==> src/rtl/pad_div_pkg.sv <==
package pad_div_pkg;

    // Registered state of the divider core
    typedef struct packed {
        logic phase;     // 0: empty slot next, 1: scheduled slot next
        logic add_pend;  // carry event waiting for an empty slot
        logic del_pend;  // borrow event waiting for a scheduled slot
        logic pulse;     // registered output qualifier
    } pad_state_t;

endpackage

==> src/rtl/pad_sync.sv <==
module pad_sync #(
    parameter int W      = 2,
    parameter int STAGES = 2
) (
    input  logic         clk,
    input  logic         rst_n,
    input  logic [W-1:0] din,
    output logic [W-1:0] dout
);
    localparam int CHAIN_W = W * STAGES;

    logic [CHAIN_W-1:0] chain_d;
    logic [CHAIN_W-1:0] chain_q;

    generate
        if (STAGES == 1) begin : g_single
            always_comb chain_d = din;
        end else begin : g_multi
            always_comb chain_d = {chain_q[CHAIN_W-W-1:0], din};
        end
    endgenerate

    always_ff @(posedge clk or negedge rst_n) begin
        if (!rst_n) chain_q <= '0;
        else        chain_q <= chain_d;
    end

    assign dout = chain_q[CHAIN_W-1 -: W];

endmodule

==> src/rtl/pad_edge.sv <==
module pad_edge #(
    parameter int W = 2
) (
    input  logic         clk,
    input  logic         rst_n,
    input  logic [W-1:0] level_i,
    output logic [W-1:0] rise_o
);
    logic [W-1:0] prev_d;
    logic [W-1:0] prev_q;

    always_comb prev_d = level_i;

    always_ff @(posedge clk or negedge rst_n) begin
        if (!rst_n) prev_q <= '0;
        else        prev_q <= prev_d;
    end

    assign rise_o = level_i & ~prev_q;

    // A held level may yield only one event
    generate
        for (genvar i = 0; i < W; i++) begin : g_chk
            assert_single_event_R5: assert property (@(posedge clk) disable iff (!rst_n)
                rise_o[i] |=> !rise_o[i]);
        end
    endgenerate

endmodule

==> src/rtl/pulse_adjust_divider.sv <==
module pulse_adjust_divider
    import pad_div_pkg::*;
#(
    parameter int SYNC_STAGES = 2
) (
    input  logic clk,
    input  logic rst_n,
    input  logic carry_i,
    input  logic borrow_i,
    output logic pulse_o
);
    localparam int REQ_W = 2;  // bit 0: carry, bit 1: borrow

    logic [REQ_W-1:0] req_sync;
    logic [REQ_W-1:0] req_rise;
    logic             add_now;
    logic             del_now;
    pad_state_t       st_d;
    pad_state_t       st_q;

    pad_sync #(.W(REQ_W), .STAGES(SYNC_STAGES)) u_sync (
        .clk   (clk),
        .rst_n (rst_n),
        .din   ({borrow_i, carry_i}),
        .dout  (req_sync)
    );

    pad_edge #(.W(REQ_W)) u_edge (
        .clk     (clk),
        .rst_n   (rst_n),
        .level_i (req_sync),
        .rise_o  (req_rise)
    );

    assign add_now = st_q.add_pend | req_rise[0];
    assign del_now = st_q.del_pend | req_rise[1];

    always_comb begin
        st_d          = st_q;
        st_d.phase    = ~st_q.phase;
        st_d.add_pend = add_now;
        st_d.del_pend = del_now;
        st_d.pulse    = st_q.phase;
        if (add_now && del_now) begin
            // opposing corrections annul each other
            st_d.add_pend = 1'b0;
            st_d.del_pend = 1'b0;
        end else if (!st_q.phase) begin
            if (add_now) begin
                st_d.pulse    = 1'b1;
                st_d.add_pend = 1'b0;
            end
        end else begin
            if (del_now) begin
                st_d.pulse    = 1'b0;
                st_d.del_pend = 1'b0;
            end
        end
    end

    always_ff @(posedge clk or negedge rst_n) begin
        if (!rst_n) st_q <= '0;
        else        st_q <= st_d;
    end

    assign pulse_o = st_q.pulse;

    assert_empty_slot_R1: assert property (@(posedge clk) disable iff (!rst_n)
        (!st_q.phase && !(add_now && !del_now)) |=> !pulse_o);

    assert_insert_R2: assert property (@(posedge clk) disable iff (!rst_n)
        (!st_q.phase && add_now && !del_now) |=> (pulse_o && !st_q.add_pend));

    assert_delete_R3: assert property (@(posedge clk) disable iff (!rst_n)
        (st_q.phase && del_now && !add_now) |=> (!pulse_o && !st_q.del_pend));

    assert_sched_slot_R1: assert property (@(posedge clk) disable iff (!rst_n)
        (st_q.phase && !(del_now && !add_now)) |=> pulse_o);

    assert_cancel_R6: assert property (@(posedge clk) disable iff (!rst_n)
        (add_now && del_now) |=> (!st_q.add_pend && !st_q.del_pend));

endmodule

==> config.mk <==
export PLATFORM = sky130hd
export DESIGN_NAME = pulse_adjust_divider
export DESIGN_NICKNAME = d
export VERILOG_FILES = /design/src/rtl/pad_div_pkg.sv /design/src/rtl/pad_sync.sv /design/src/rtl/pad_edge.sv /design/src/rtl/pulse_adjust_divider.sv
export SDC_FILE = /design/constraint.sdc
export NUM_CORES = 1
export LEC_CHECK = 0
export BUFFER_PORTS_ARGS = -buffer_cell sky130_fd_sc_hd__buf_2
export CELL_PAD_IN_SITES_DETAIL_PLACEMENT = 0
export CELL_PAD_IN_SITES_GLOBAL_PLACEMENT = 1
export CORE_AREA = 2 2 39 41
export DETAILED_ROUTE_END_ITERATION = 16
export DIE_AREA = 0 0 41 43
export PLACE_DENSITY = 0.44
export SLEW_MARGIN = 15
export SYNTH_ARGS = -nofsm -noshare
export SYNTH_HDL_FRONTEND = slang
export SYNTH_SLANG_ARGS = --single-unit
export TNS_END_PERCENT = 10
==> constraint.sdc <==
create_clock -name clk -period 2.4 [get_ports clk]
set_input_delay 0.48 -clock clk [delete_from_list [all_inputs] [get_ports clk]]
set_output_delay 0.48 -clock clk [all_outputs]
set_load 0.03 [all_outputs]
==> results of run 1 <==
-- stage by stage --
stage,util [%],total power [uW],setup WS [ns],cell area [sq um],std cells
after floorplan,-,189,1.45,298,18
after global placement,24.4,196,1.42,338,38
after detailed placement,24.4,197,1.41,338,38
after CTS,26.0,304,1.14,360,41
after global routing,26.0,316,1.12,360,41
final,26.0,297,1.15,360,41
-- registers in the layout (all words and copies together) (netlist names) --
signal          count
u_sync.chain_q      4
st_q                3
u_edge.prev_q       2
pulse_o             1
-- layout make-up --
cell class                 count  area share, %
sequential                    10           69.4
multi-input combinational      5           10.1
clock buffer                   3           6.25
timing repair buffer           4           5.56
tap                           16           5.56
inverter                       3           3.12
-- cell families after synthesis --
family                   synth area share [%]
AO/OA/AOI/OAI                            4.20
AND/OR/NAND/NOR                          4.20
adder cells (fa/ha/maj)                  3.78
flip-flops                               84.0
buffers and inverters                    3.78
-- per-layer routing --
layer	part of all wire, %	up-vias	global-route usage, %	wire length (microns)
met5	0	-	0	0
met3	11	2	3.14	35
li1	-	72	-	-
met2	40	5	5.94	131
met1	47	81	7.43	156
met4	2.1	0	6.00	7
-- power by group through the flow --
stage               Clock (uW)  Combinational, uW  Sequential [uW]
finish                     104               15.1              178
global route               121               17.0              178
CTS                        110               15.4              178
detailed placement           0               15.4              181
global placement             0               15.3              181
floorplan                    0               5.11              184
-- cell usage in the layout, fill, tap and decap left out --
cell type,netlist,routed
buf_2,0,4
and3_2,1,1
nor3_1,1,1
inv_1,3,3
maj3_2,1,1
a21o_1,1,1
clkbuf_4,0,3
dfrtp_1,10,10
a21oi_1,1,1
-- path summary, 6_finish.rpt --
path                                           to  slack, ns  cells after the start
worst max-delay path                      pulse_o       1.15                      1
worst min-delay path             u_edge.prev_q[0]       0.08                      1
worst max register to register            pulse_o       1.44                      2
worst min register to register  u_sync.chain_q[2]       0.35                      0
max in group asynchronous        u_edge.prev_q[1]       2.14                      1
min in group clk                u_sync.chain_q[0]       0.33                      1
==> results.md, run 1 <==
- Root Driver: clkbuf_4
- Total number of vias: 160
- VDD IR max: 202 uV
- Hold Buf Count CTS: 0
- Synth Warn #: 0
- Sequential Power Share: 59.9%
- Starting DRT DRC Count: 0
- # port buffers: 4
- Final setup viols: 0
- Cell Area, Synth: about 300 sq um
- Largest stage delay, worst path: 0.35 ns
- Post-synth top area cell: dfrtp_1
- Final WL: 330 microns
- FF+latch count, synth: 10
- Yosys top cell area share: 84.0%
- Die width: 41 microns
- Post-route setup TNS: 0 ns
- Most frequent cell after synthesis: dfrtp_1
- Min Tclk post-route: 1.25 ns
- Clk buf depth: 2
- Combinational share of power: 5.1%
- Number of enable flip-flop cells after synthesis: 0
- Min Hold Slack: 0.0781 ns
- Crit path kind: reg -> out
- Layout cells sized above 1: 36.0%
- Vias in the first global route: around 150
- Fin crit share: 52.2%
- RSZ-0062 raised after global routing: no
- Top cells by count, synth: dfrtp_1 (10), inv_1 (3)
- Max_cap viols: 0
- Fmax: 0.799 GHz
- Ant. Diodes: 0
- Fin nets: 31
- Post-CTS setup buffers: 0
- CP endpoint kind: output port
- Row Count: 14
- Initial Util: between 20 and 25%
- Post-cts resize count: 0
- Die area: 0.00176 sq mm
- Fin. Hold Viols: 0
- Worst Max-Slew Pin Slew: ~0.26 ns
- 1st-pass router iterations: 1
- Clock share of power: 35.1%
- Cells after Synth: 18
- Final ANT Viol Nets: 0
- H-tree Lvls: 1
- Worst r2r src: u_sync.chain_q[2]
- Core area: 0.00138 sq mm
- Synth Flop Type: dfrtp_1
- First-pass GRT wire length: around 600 microns
- Ys async rst share: 100%
- PD cells: 825 mW/mm^2
- Unique masters post-synth: 7
- Data arrival time of the worst path: roughly 0.77 ns
- HP Class: in -> async
- Mean Syn Cell Area: roughly 17 sq um
- CTS tree: yes
- RePlAce Congestion: 0.672
- Power Internal: 239 uW
- Sequential Area: 250 sq um
- Worst path slowest cell: dfrtp_1
- Crit-path cells: buf_2
- Via density: just under 4
- Slew headroom: 82.9%
- Worst-path clk slew: 0.06 ns
- Fillcell total: 154
- Synth-to-layout area growth: 21.0%
- Crit path max fanout: 1
- Multi-input gate area: 36.3 sq um
- Largest net degree at the start of global routing: 11
- Leak pwr: approximately 0.00019 uW
- Sequential share of the synthesized area: 84.0%
- Initial antenna violation count: 0
- NetSw: 58.3 uW
- WP buf/inv: 1
- Die height: 43 microns
- TritonCTS Buffers: 3
- Startpoint Class: register
- I/O pin cnt: 5
- Crit path max-delay family: flip-flops
- Status: finished clean
- Gr usage total: 5.71%
- Worst path required time: between 1.5 and 2 ns
- Syn nets: 22
- Sw Share: approximately a fifth
- Worst setup path start: pulse_o
- Clock latency on the worst-skew pair: between 0.2 and 0.3 ns
- Remaining DRCs: 0
- Final Skew: just over 0.0004 ns
- Total grt overflow: 0
- Fin. max-slew vios: 0
- Top post-synthesis cells by area: dfrtp_1 (84%), inv_1 (3.8%), maj3_2 (3.8%)
- DR WL/cell: approximately 8.0 microns
- Sinks on Clock Net: 10
Note: power is estimated with default switching activity, not from simulation.
==> run 2, diff against run 1 <==
clock period = 1.21 ns   (was 2.4 ns; I/O delays follow)
==> results.md, run 2 (synthesized netlist as in run 1, its figures left out) <==
- Status: finished clean
- Crit path max fanout: 1 (unchanged)
- Critical path depth: 1 (unchanged)
- Worst Hold Launch: borrow_i
- Vias in the first global route: 153 (+3.4%)
- Grt met2 use: 7.19% (+1.2 points)
- Crit path kind: reg -> out
- Fillcell total: 159 (+3.2%)
- Crit path setup slack, layout: 0.185 ns (-0.963 ns)
- Startpoint Class: register
- DR WL/cell: 9.31 microns (+16%)
- VDD IR max: 489 uV (+140%)
- Final Skew: 0.00626 ns (+0.00585 ns)
- Worst-path clk slew: 0.06 ns (about the same)
- Slew headroom: 83.7% (+0.81 points)
- Data arrival time of the worst path: 0.78 ns (about the same)
- Most common cell after layout, fill and taps aside: dfrtp_1
- I/O pin cnt: 5 (unchanged)
- Die width: 41 microns (unchanged)
- WHS Endpoint: u_sync.chain_q[1]
- Total grt overflow: 0 (unchanged)
- Layout cells sized above 1: 34.6% (-1.4 points)
- Post-route setup TNS: 0 ns (unchanged)
- Fmax: 0.976 GHz
- Met1 Track Usage GR: 7.48% (+0.051 points)
- Remaining DRCs: 0 (unchanged)
- Largest register FFs: 4 (unchanged)
- Largest stage delay, worst path: 0.35 ns (about the same)
- First-pass GRT wire length: 655 microns (+6.7%)
- Via density: 3.64 (-6.7%)
- Clk buf depth: 2 (unchanged)
- Row Count: 14 (unchanged)
- Post-cts resize count: 0 (unchanged)
- CP endpoint kind: output port
- Die area: 0.00176 sq mm (unchanged)
- H-tree Lvls: 1 (unchanged)
- FF-to-FF setup slack: 0.27 ns (-1.17 ns)
- Largest net degree at the start of global routing: 11 (unchanged)
- Layer with the highest usage: met4
- TritonCTS Buffers: 3 (unchanged)
- Final ANT Viol Nets: 0 (unchanged)
- Min Tclk post-route: around 1 ns
- Worst r2r src: u_sync.chain_q[2]
- Synth-to-layout area growth: 24.4%
- RePlAce Congestion: 0.663 (-1.4%)
- CTS tree: yes
- Fin. max-slew vios: 0 (unchanged)
- HP Class: in -> reg
- Initial Util: 21.5% (unchanged)
- Total number of vias: 153 (-4.4%)
- PD cells: 1630 mW/mm^2 (+97%)
- Sinks on Clock Net: 10 (unchanged)
- Reg2reg end: pulse_o
- Clock latency on the worst-skew pair: 0.26 ns (about the same)
- Worst path slowest cell: dfrtp_1
- 1st-pass router iterations: 1 (unchanged)
- Crit path max-delay family: flip-flops
- WP buf/inv: 1 (unchanged)
- Core area: 0.00138 sq mm (unchanged)
- Fin nets: 32 (+3.2%)
- Fin crit share: 84.7%
- Gr usage total: 6.74% (+1.0 points)
- Most frequent cells in the layout: dfrtp_1 (10), buf_2 (4), inv_1 (3), clkbuf_4 (3)
- Ant. Diodes: 0 (unchanged)
- Most flop-heavy register: u_sync.chain_q
- Final WL: 391 microns (+18%)
- Met3 usage: 4.71% (+1.6 points)
- Die height: 43 microns (unchanged)
- DP Worst Slack: 0.265 ns (-1.15 ns)
- Crit-path cells: buf_2
- Leak pwr: 0.000194 uW (+2.2%)
- # port buffers: 4 (unchanged)
- R2R cell count: 2 (unchanged)
- Fin. Hold Viols: 0 (unchanged)
- Worst path required time: 0.97 ns (-0.95 ns)
- RSZ-0062 raised after global routing: no
- Top flop regs: u_sync.chain_q (4), st_q (3), u_edge.prev_q (2)
- Final setup viols: 0 (unchanged)
- Starting DRT DRC Count: 0 (unchanged)
- Root Driver: clkbuf_4
- Hold path depth: 1
- Worst Max-Slew Pin Slew: 0.244 ns (-0.0121 ns)
- Initial antenna violation count: 0 (unchanged)
- Max_cap viols: 0 (unchanged)
## run 2: cell types whose count changed in the layout (fill, tap and decap cells not counted)
cell           change
dlygate4sd3_1      +1
## run 2: cell type report
class                   instances  area (sq um)  area share (%)
clock buffers                   3          22.5            6.08
flip-flops and latches         10           250            67.6
repair buffers                  5          30.0            8.11
inverters                       3          11.3            3.04
well taps                      16          20.0            5.41
multi-input cells               5          36.3            9.80
## run 2: through the flow
| step | total power, uW | util, % | cells | hold slack (ns) | area [sq um] |
|---|---|---|---|---|---|
| after floorplan | 374 | - | 18 | -0.0536 | 298 |
| after global placement | 389 | 24.4 | 38 | 0.107 | 338 |
| after detailed placement | 390 | 24.4 | 38 | 0.112 | 338 |
| after CTS | 617 | 26.8 | 42 | 0.0736 | 370 |
| after global routing | 641 | 26.8 | 42 | 0.0771 | 370 |
| final | 603 | 26.8 | 42 | 0.0840 | 370 |
## run 2: how the worst max path moves through the flow
stage / start / to / slack (ns)
6_report: pulse_o / pulse_o / 0.19
4_1_cts: pulse_o / pulse_o / 0.17
3_3_place_gp: u_sync.chain_q[2] / pulse_o / 0.27
3_5_place_dp: u_sync.chain_q[2] / pulse_o / 0.26
5_1_grt: pulse_o / pulse_o / 0.15
2_1_floorplan: u_sync.chain_q[2] / pulse_o / 0.29
## run 2: layer usage
| metal | share of wire, % | vias to the layer above |
|---|---|---|
| met2 | 48 | 5 |
| met5 | 0 | - |
| met3 | 9.0 | 0 |
| met4 | 0 | 0 |
| li1 | - | 75 |
| met1 | 42 | 73 |
## run 2: repair_timing
| item | CTS | global route |
|---|---|---|
| endpoints found under the setup margin | 0 | 0 |
| hold buffers | 1 | 0 |
| endpoints found under the hold margin | 10 | 0 |
| buffers inserted | 0 | 0 |
## run 2: power breakdown
part / internal [uW] / switching (uW)
clock: 114 / 103
combinational: 13.4 / 18.7
sequential: 349 / 4.21
total: 477 / 126
==> run 3, diff against run 2 <==
PLACE_DENSITY = 0.45   (was 0.44)
clock period = 0.9 ns   (was 1.21 ns; I/O delays follow)
==> results.md, run 3 (synthesized netlist as in run 1, its figures left out) <==
- Worst path required time: 1.04 ns (+0.07 ns)
- Min Tclk post-route: 0.952 ns
- Sinks on Clock Net: 10 (unchanged)
- Die area: 0.00176 sq mm (unchanged)
- Vias in the first global route: 139 (-9.2%)
- Total Power: 916 uW (+52%)
- DR WL/cell: 7.74 microns (-17%)
- Final ANT Viol Nets: 0 (unchanged)
- Synth-to-layout area growth: 32.4%
- Initial Util: 21.5% (unchanged)
- Leak pwr: 0.000203 uW (+4.7%)
- HP Class: in -> reg
- Fmax: 1.05 GHz
- Fillcell total: 147 (-7.5%)
- Clock share of power: 42.7% (+6.6 points)
- Largest net degree at the start of global routing: 11 (unchanged)
- Final instance count without filler cells: 43 (+2.4%)
- Final setup viols: 2 (+2)
- Crit path kind: reg -> reg
- Fin crit share: 106%
- First-pass GRT wire length: 572 microns (-13%)
- VDD IR max: 769 uV (+57%)
- Status: complete, but fails checks
- Reg2reg end: pulse_o
- Row Count: 14 (unchanged)
- Initial antenna violation count: 0 (unchanged)
- Total number of vias: 147 (-3.9%)
- RSZ-0062 raised after global routing: yes
- Largest register FFs: 4 (unchanged)
- Die width: 41 microns (unchanged)
- Starting DRT DRC Count: 0 (unchanged)
- RePlAce Congestion: 0.660 (-0.33%)
- Combinational share of power: 5.4% (about the same)
- Most common cell after layout, fill and taps aside: dfrtp_1
- Gr usage total: 5.52% (-1.2 points)
- Via density: 3.42 (-6.2%)
- Data arrival time of the worst path: 1.10 ns (+0.32 ns)
- Worst-path clk slew: 0.06 ns (about the same)
- Crit path setup slack, layout: -0.0521 ns (-0.237 ns)
- Power Internal: 737 uW (+55%)
- I/O pin cnt: 5 (unchanged)
- Dpl cells: 38 (unchanged)
- Worst Max-Slew Pin Slew: 0.224 ns (-0.0203 ns)
- Fin nets: 32 (unchanged)
- Ant. Diodes: 0 (unchanged)
- TritonCTS Buffers: 3 (unchanged)
- CP endpoint kind: register
- Most flop-heavy register: u_sync.chain_q
- Root Driver: clkbuf_4
- Core area: 0.00138 sq mm (unchanged)
- Most frequent cells in the layout: dfrtp_1 (10), inv_1 (3), clkbuf_4 (3), buf_2 (3)
- Clock latency on the worst-skew pair: 0.26 ns (about the same)
- Final WL: 333 microns (-15%)
- Layout cells sized above 1: 40.7% (+6.1 points)
- # port buffers: 4 (unchanged)
- Die height: 43 microns (unchanged)
- FF-to-FF setup slack: -0.05 ns (-0.32 ns)
- Top flop regs: u_sync.chain_q (4), st_q (3), u_edge.prev_q (2)
- Worst setup path endpoint: pulse_o
- Post-CTS setup buffers: 0 (unchanged)
- Max_cap viols: 0 (unchanged)
- Sequential Power Share: 51.9% (-6.7 points)
- NetSw: 179 uW (+42%)
- Fin. max-slew vios: 0 (unchanged)
- Worst setup path start: u_sync.chain_q[2]
- Failing checks: setup timing
- DP Worst Slack: -0.0513 ns (-0.316 ns)
- CTS tree: yes
- Final Skew: 0.00145 ns (-0.00481 ns)
- Worst r2r src: u_sync.chain_q[2]
- Slew headroom: 85.1% (+1.4 points)
- Crit path max fanout: 3 (+2)
- Fin. Hold Viols: 0 (unchanged)
- Clk buf depth: 2 (unchanged)
- Remaining DRCs: 0 (unchanged)
- H-tree Lvls: 1 (unchanged)
- Startpoint Class: register
- 1st-pass router iterations: 1 (unchanged)
- R2R cell count: 2 (unchanged)
- PD cells: 2330 mW/mm^2 (+43%)
- Total grt overflow: 0 (unchanged)
- Sw Share: 19.5% (-1.4 points)
[run 3: power groups by stage]
stage | Clock, uW | Sequential [uW] | Combinational [uW]
after global routing | 432 | 477 | 56.1
after floorplan | 0 | 490 | 13.6
after detailed placement | 0 | 483 | 41.5
after CTS | 408 | 475 | 49.1
after global placement | 0 | 482 | 40.8
final | 392 | 476 | 49.2
[run 3: final cells by class]
cell class	instances	area, sq um	share of cell area, %
sequential	10	250	63.5
inverter	3	11.3	2.86
tap	16	20.0	5.08
multi-input combinational	5	40.0	10.2
clock buffer	4	36.3	9.21
timing repair buffer	5	36.3	9.21
[run 3: per-layer routing]
metal  wire [microns]  up-vias  global-route usage (%)
met3               30        0                    3.14
met2              147        5                    5.94
met1              155       68                    6.80
li1                 -       74                       -
met4                0        0                    6.00
met5                0        -                       0
[run 3: how the worst min path moves through the flow]
stage               startpoint           endpoint  slack, ns  cells past startpoint
finish                borrow_i  u_sync.chain_q[1]       0.02                      1
global route           carry_i  u_sync.chain_q[0]       0.02                      1
CTS                   borrow_i  u_sync.chain_q[1]       0.01                      1
detailed placement       rst_n   u_edge.prev_q[0]       0.05                      1
global placement         rst_n   u_edge.prev_q[0]       0.05                      1
floorplan                rst_n            pulse_o      -0.12                      0
[run 3: worst max-delay path: stages, from the launching register on]
cell and delay (ns):
dfrtp_1 0.37, a21o_1 0.18, maj3_2 0.29
[run 3: metrics by stage]
stage	hold WS (ns)	cell area (sq um)	util [%]	setup TNS [ns]
detailed placement	0.0495	338	24.4	-0.0513
global placement	0.0451	338	24.4	-0.0428
floorplan	-0.116	298	-	-0.0199
finish	0.0230	394	28.5	-0.0932
global route	0.0184	394	28.5	-0.157
CTS	0.0127	390	28.2	-0.113
[run 3: what timing repair did]
item | 4_1_cts | 5_1_grt
pin swaps | 0 | 0
setup endpoints to repair | 2 | 3
gates resized for setup | 2 | 1
endpoints found under the hold margin | 10 | 0
gates cloned | 0 | 0
hold buffers | 1 | 0
